**config.mk**
```make
export PLATFORM = sky130hd
export DESIGN_NAME = flash_therm_encoder
export DESIGN_NICKNAME = d
export VERILOG_FILES = /design/src/rtl/flashenc_pkg.sv /design/src/rtl/fe_stage_reg.sv /design/src/rtl/fe_therm_to_gray.sv /design/src/rtl/fe_gray_to_binary.sv /design/src/rtl/flash_therm_encoder.sv
export SDC_FILE = /design/constraint.sdc
export NUM_CORES = 1
export LEC_CHECK = 0
export ABC_AREA = 1
export CORE_AREA = 2 2 39 41
export DETAILED_ROUTE_END_ITERATION = 6
export DIE_AREA = 0 0 41 43
export DONT_BUFFER_PORTS = 1
export PLACE_DENSITY_LB_ADDON = 0.15
export SLEW_MARGIN = 20
export SYNTH_ARGS = -nofsm -noshare
export SYNTH_HDL_FRONTEND = slang
export SYNTH_SLANG_ARGS = --single-unit
```
**constraint.sdc**
```tcl
create_clock -name clk -period 0.8 [get_ports clk]
set_clock_uncertainty 0.05 [all_clocks]
set_input_delay 0.04 -clock clk [delete_from_list [all_inputs] [get_ports clk]]
set_output_delay 0.04 -clock clk [all_outputs]
set_load 0.02 [all_outputs]
```
**src/rtl/flashenc_pkg.sv**
```systemverilog
// Package: shared size helpers for the flash thermometer encoder.
// Assumes the resolution is at least one bit.
package flashenc_pkg;

    // Number of comparator lines for a given output resolution.
    function automatic int unsigned line_count(input int unsigned bits);
        return (1 << bits) - 1;
    endfunction

    // Number of set/clear line pairs feeding Gray bit pos (pos below the top).
    function automatic int unsigned pair_count(input int unsigned bits, input int unsigned pos);
        return 1 << (bits - 2 - pos);
    endfunction

endpackage

```
**src/rtl/fe_stage_reg.sv**
```systemverilog
// Module: fe_stage_reg
// A load-enabled pipeline register with synchronous active-low clear.
// Assumes load and d are stable around the rising edge of clk.
module fe_stage_reg #(
    parameter int unsigned WIDTH = 1
) (
    input  logic             clk,
    input  logic             rst_n,
    input  logic             load,
    input  logic [WIDTH-1:0] d,
    output logic [WIDTH-1:0] q
);

    // Capture d when load is high; clear on reset.
    always_ff @(posedge clk) begin
        if (!rst_n) begin
            q <= '0;
        end else if (load) begin
            q <= d;
        end
    end

endmodule

```
**src/rtl/fe_therm_to_gray.sv**
```systemverilog
// Module: fe_therm_to_gray
// Combinational map from comparator lines to a Gray word. Each line is
// used by exactly one Gray bit: line Tk feeds the bit whose index is the
// number of trailing zeros of k. Bit p below the top is the OR of
// "T((4i+1)*2^p) set and T((4i+3)*2^p) clear"; the top bit is T(2^(BITS-1)).
// Assumes BITS >= 1; therm bit k-1 holds line Tk.
module fe_therm_to_gray
    import flashenc_pkg::*;
#(
    parameter  int unsigned BITS  = 3,
    localparam int unsigned LINES = line_count(BITS)
) (
    input  logic [LINES-1:0] therm,
    output logic [BITS-1:0]  gray
);

    for (genvar p = 0; p < BITS; p++) begin : g_bit
        if (p == BITS - 1) begin : g_top
            // Top Gray bit: the single line at the middle of the ladder.
            assign gray[p] = therm[(1 << p) - 1];
        end else begin : g_pairs
            localparam int unsigned PAIRS = pair_count(BITS, p);
            logic [PAIRS-1:0] run_end;
            for (genvar i = 0; i < PAIRS; i++) begin : g_pair
                localparam int unsigned LO = ((4 * i) + 1) << p;
                localparam int unsigned HI = ((4 * i) + 3) << p;
                // One window of the run: lower line set, upper line clear.
                assign run_end[i] = therm[LO-1] & ~therm[HI-1];
            end
            // Gray bit set if any window matches.
            assign gray[p] = |run_end;
        end
    end

endmodule

```
**src/rtl/fe_gray_to_binary.sv**
```systemverilog
// Module: fe_gray_to_binary
// Combinational Gray-to-binary decode, top bit first: each binary bit is
// the XOR of all Gray bits at and above its position.
// Assumes BITS >= 1.
module fe_gray_to_binary #(
    parameter int unsigned BITS = 3
) (
    input  logic [BITS-1:0] gray,
    output logic [BITS-1:0] bin
);

    for (genvar p = 0; p < BITS; p++) begin : g_bit
        // Prefix XOR from the top bit down to position p.
        assign bin[p] = ^gray[BITS-1:p];
    end

endmodule

```
**src/rtl/flash_therm_encoder.sv**
```systemverilog
// Module: flash_therm_encoder (top)
// Two-stage encoder for a flash converter: stage one captures the
// comparator word on a valid strobe, stage two registers its Gray form,
// and the output is the binary decode of that registered Gray word.
// Latency is two edges; the valid flag follows the same pipe.
// Assumes a synchronous active-low reset held for at least one edge.
module flash_therm_encoder
    import flashenc_pkg::*;
#(
    parameter  int unsigned BITS  = 3,
    localparam int unsigned LINES = line_count(BITS)
) (
    input  logic             clk,
    input  logic             rst_n,
    input  logic             therm_valid,
    input  logic [LINES-1:0] therm,
    output logic [BITS-1:0]  code,
    output logic             code_valid
);

    logic [LINES-1:0] cap_therm;
    logic             cap_valid;
    logic [BITS-1:0]  gray_next;
    logic [BITS-1:0]  gray_q;
    logic             out_valid_q;

    // Stage one: hold the comparator word sampled with the strobe.
    fe_stage_reg #(.WIDTH(LINES)) u_cap (
        .clk   (clk),
        .rst_n (rst_n),
        .load  (therm_valid),
        .d     (therm),
        .q     (cap_therm)
    );

    // Line-to-Gray map, one line per Gray bit.
    fe_therm_to_gray #(.BITS(BITS)) u_enc (
        .therm (cap_therm),
        .gray  (gray_next)
    );

    // Stage two: register the Gray word only when stage one is new.
    fe_stage_reg #(.WIDTH(BITS)) u_gray (
        .clk   (clk),
        .rst_n (rst_n),
        .load  (cap_valid),
        .d     (gray_next),
        .q     (gray_q)
    );

    // Binary decode of the registered Gray word.
    fe_gray_to_binary #(.BITS(BITS)) u_dec (
        .gray (gray_q),
        .bin  (code)
    );

    // Valid pipe matching the two data stages.
    always_ff @(posedge clk) begin
        if (!rst_n) begin
            cap_valid   <= 1'b0;
            out_valid_q <= 1'b0;
        end else begin
            cap_valid   <= therm_valid;
            out_valid_q <= cap_valid;
        end
    end

    assign code_valid = out_valid_q;

endmodule

```
==> impl_results.md <==
* Outcome: finished, violations left
* Failing checks: negative setup slack
* Layout area overhead at 44.23%
* I/O Buffers at 0
* Layout cells sized above 1 at 0.3158
* Leak pwr at about 0.31 nW
* Inserted Clock Buffers at 3
* Multi-input logic area at 182.7 um2
* Iter 0 DRT Violations at 6
* Die width at 41 um
* Routed Antenna Nets at 0
* Synth Area in Simple Gates at 0.1786
* Final min period at 1049 ps
* Tcrit/Tclk final at 1.311
* Final Slew Violations at 0
* PwrDens at between 2000 and 2500 nW/um2
* Root buffer cell: clkbuf_4
* Compound-Gate Fraction of Synth Area at 0.1703
* Final setup viols at 3
* Worst slew pin tran at between 300 and 400 ps
* CP most frequent cell: nand2_2
* Skew-Pair Late Insertion Delay at between 200 and 300 ps
* Max-cap violations at 0
* Wire per inst at 9.543 um
* CP required at 710 ps
* Synth Warn # at 0
* Synth Area in Adders at 0
* Net Count, Synth at 71
* Initial core utilization at 0.3291
* Core Area at 1384 um2
* Setup Crit Path Kind: reg -> out
* R2r setup slk at 20 ps
* Final hold vios at 0
* Crit path cell chain: inv_2 -> nand2_2 -> nand2_2 -> nand2_2 -> nand2_2
* Max frequency at about 950 MHz
* Cell Area, Synth at 455.4 um2
* Register bit total from synthesis at 12
* First-pass GRT wire length at 1435 um
* CP Buf/Inv Count at 1
* ANT cells at 0
* All-Layer GR Usage at 0.1247
* Initial antenna violation count at 0
* Sequential area share after synthesis at 0.5275
* Via count at 418
* Unrepaired setup endpoints after global routing: true
* Clock Tree Buf Depth at 2
* Total detailed-routing wirelength at 878 um
* Hold Slack at 115.9 ps
* Crit path max fanout at 3
* Clk slew on worst S/H paths at roughly 80 ps
* Largest family of logic cells by synthesized area: simple AND/OR/NAND/NOR gates
* Startpoint types: flip-flop
* Largest net degree at the start of global routing at 13
* Vias in the first global route at approximately 360
* Die Y at 43 um
* Mux cell area share after synthesis at 0
* Router iterations before antenna repair at 4
* CTS tree: built
* Worst slew margin at 0.7515
* Slowest-stage cell, CP: dfxtp_2
* Hold Path Class: in -> reg
* Setup WS post-layout at -249.0 ps
* Row Count at 14
* CP arrival at roughly 960 ps
* Synth cell types at 10
* XOR/XNOR Fraction of Synth Area at 0
* Sink Count at 12
* Cells after synthesis at 61
* Final HPWL DP at 554.8 um
* CP delay by family, top: flip-flops
* Sequential Area at between 200 and 250 um2
* Total die area at about 1800 um2
* Vias per inst at ~4.5
* Syn Area/Cell at 7.466 um2
* Filler Cell Count at 139
* Routability cong. at 0.5989
* Grt ovf at 0
* DRC Markers at 0
* CP peak stage delay at roughly 340 ps
* Fin util at 0.4747
* Critical Path End Type: primary output
* IO Count at 14
* Peak VDD IR at 0.9969 mV
* Nets at 87
* CTS H-tree depth at 1
* Setup TNS at -648.2 ps
-- stage by stage --
stage          area, um2  cells  total power (W)  setup WS (ps)
4_1_cts            635.6     92         0.001340         -245.5
3_3_place_gp       481.7     77        0.0007924          9.138
6_report           656.9     92         0.001353         -249.0
3_5_place_dp       481.7     77        0.0007941         -21.33
5_1_grt            656.9     92         0.001405         -309.4
2_1_floorplan      461.7     61        0.0007764         -14.21
-- synth_stat cells (all sizes together) --
library cell  number  area [um2]
o21a               1       7.510
o21ai              9       45.04
dfxtp             12       240.2
nand3              2       10.01
a21oi              5       25.02
buf                2       15.01
nor2               9       33.78
inv               11       41.29
nand2             10       37.54
-- tightest hold or removal path, cell delays in order --
cell and delay [ps]:
dlymetal6s4s_1 260, nand2_1 70, inv_1 50
-- kinds of logic after synthesis --
logic type,Yosys count
DFF,12
and+or+nand+nor,21
AOI/OAI and AO/OA,15
buffers and inverters,13
-- report_power, final --
group / switching [W] / total [W] / leakage (nW) / internal, W
logic: 0.0000990 / 0.000191 / 0.189 / 0.0000916
registers: 0.0000246 / 0.000661 / 0.101 / 0.000636
clock network: 0.000224 / 0.000502 / 0.0210 / 0.000277
-- layer usage --
| layer | GRT usage | wire (um) |
|---|---|---|
| met1 | 0.1595 | 371 |
| met2 | 0.1781 | 439 |
| met3 | 0.03141 | 48 |
| met4 | 0.08000 | 19 |
| met5 | 0 | 0 |
-- placed cells by master (no fill, tap or decap), drive strengths merged --
master / netlist / layout
dfxtp: 12 / 12
inv: 11 / 11
nand2: 10 / 10
nor2: 9 / 9
o21ai: 9 / 9
dlygate4sd3: 0 / 7
a21oi: 5 / 5
clkbuf: 0 / 4
buf: 2 / 4
nand3: 2 / 2
dlymetal6s4s: 0 / 2
o21a: 1 / 1
-- repair_timing --
action / in CTS / in global routing
pin swaps: 1 / 4
endpoints found under the setup margin: 6 / 15
buffers inserted: 2 / 0
hold buffers: 9 / 0
endpoints found under the hold margin: 12 / 0
resized for setup: 7 / 9
gates cloned: 0 / 0
-- flip-flops by register name, summed over array words and instances, names as in the netlist --
signal and count:
u_cap.q 7, u_gray.q 3, code_valid 1, cap_valid 1
-- area by class of cell --
| class | instances | share of cell area |
|---|---|---|
| repair buffers | 13 | 0.1962 |
| inverters | 11 | 0.06286 |
| well taps | 16 | 0.03048 |
| multi-input cells | 36 | 0.2781 |
| flip-flops and latches | 12 | 0.3771 |
| clock buffers | 4 | 0.05524 |
-- final timing paths --
check / from / end / cells past startpoint
worst min-delay path: therm_valid / cap_valid / 3
worst min register to register: u_cap.q[6] / u_cap.q[6] / 2
worst max-delay path: u_gray.q[2] / code[0] / 5
worst max register to register: cap_valid / u_gray.q[2] / 3
No activity file was read; power rests on OpenSTA's default activity.
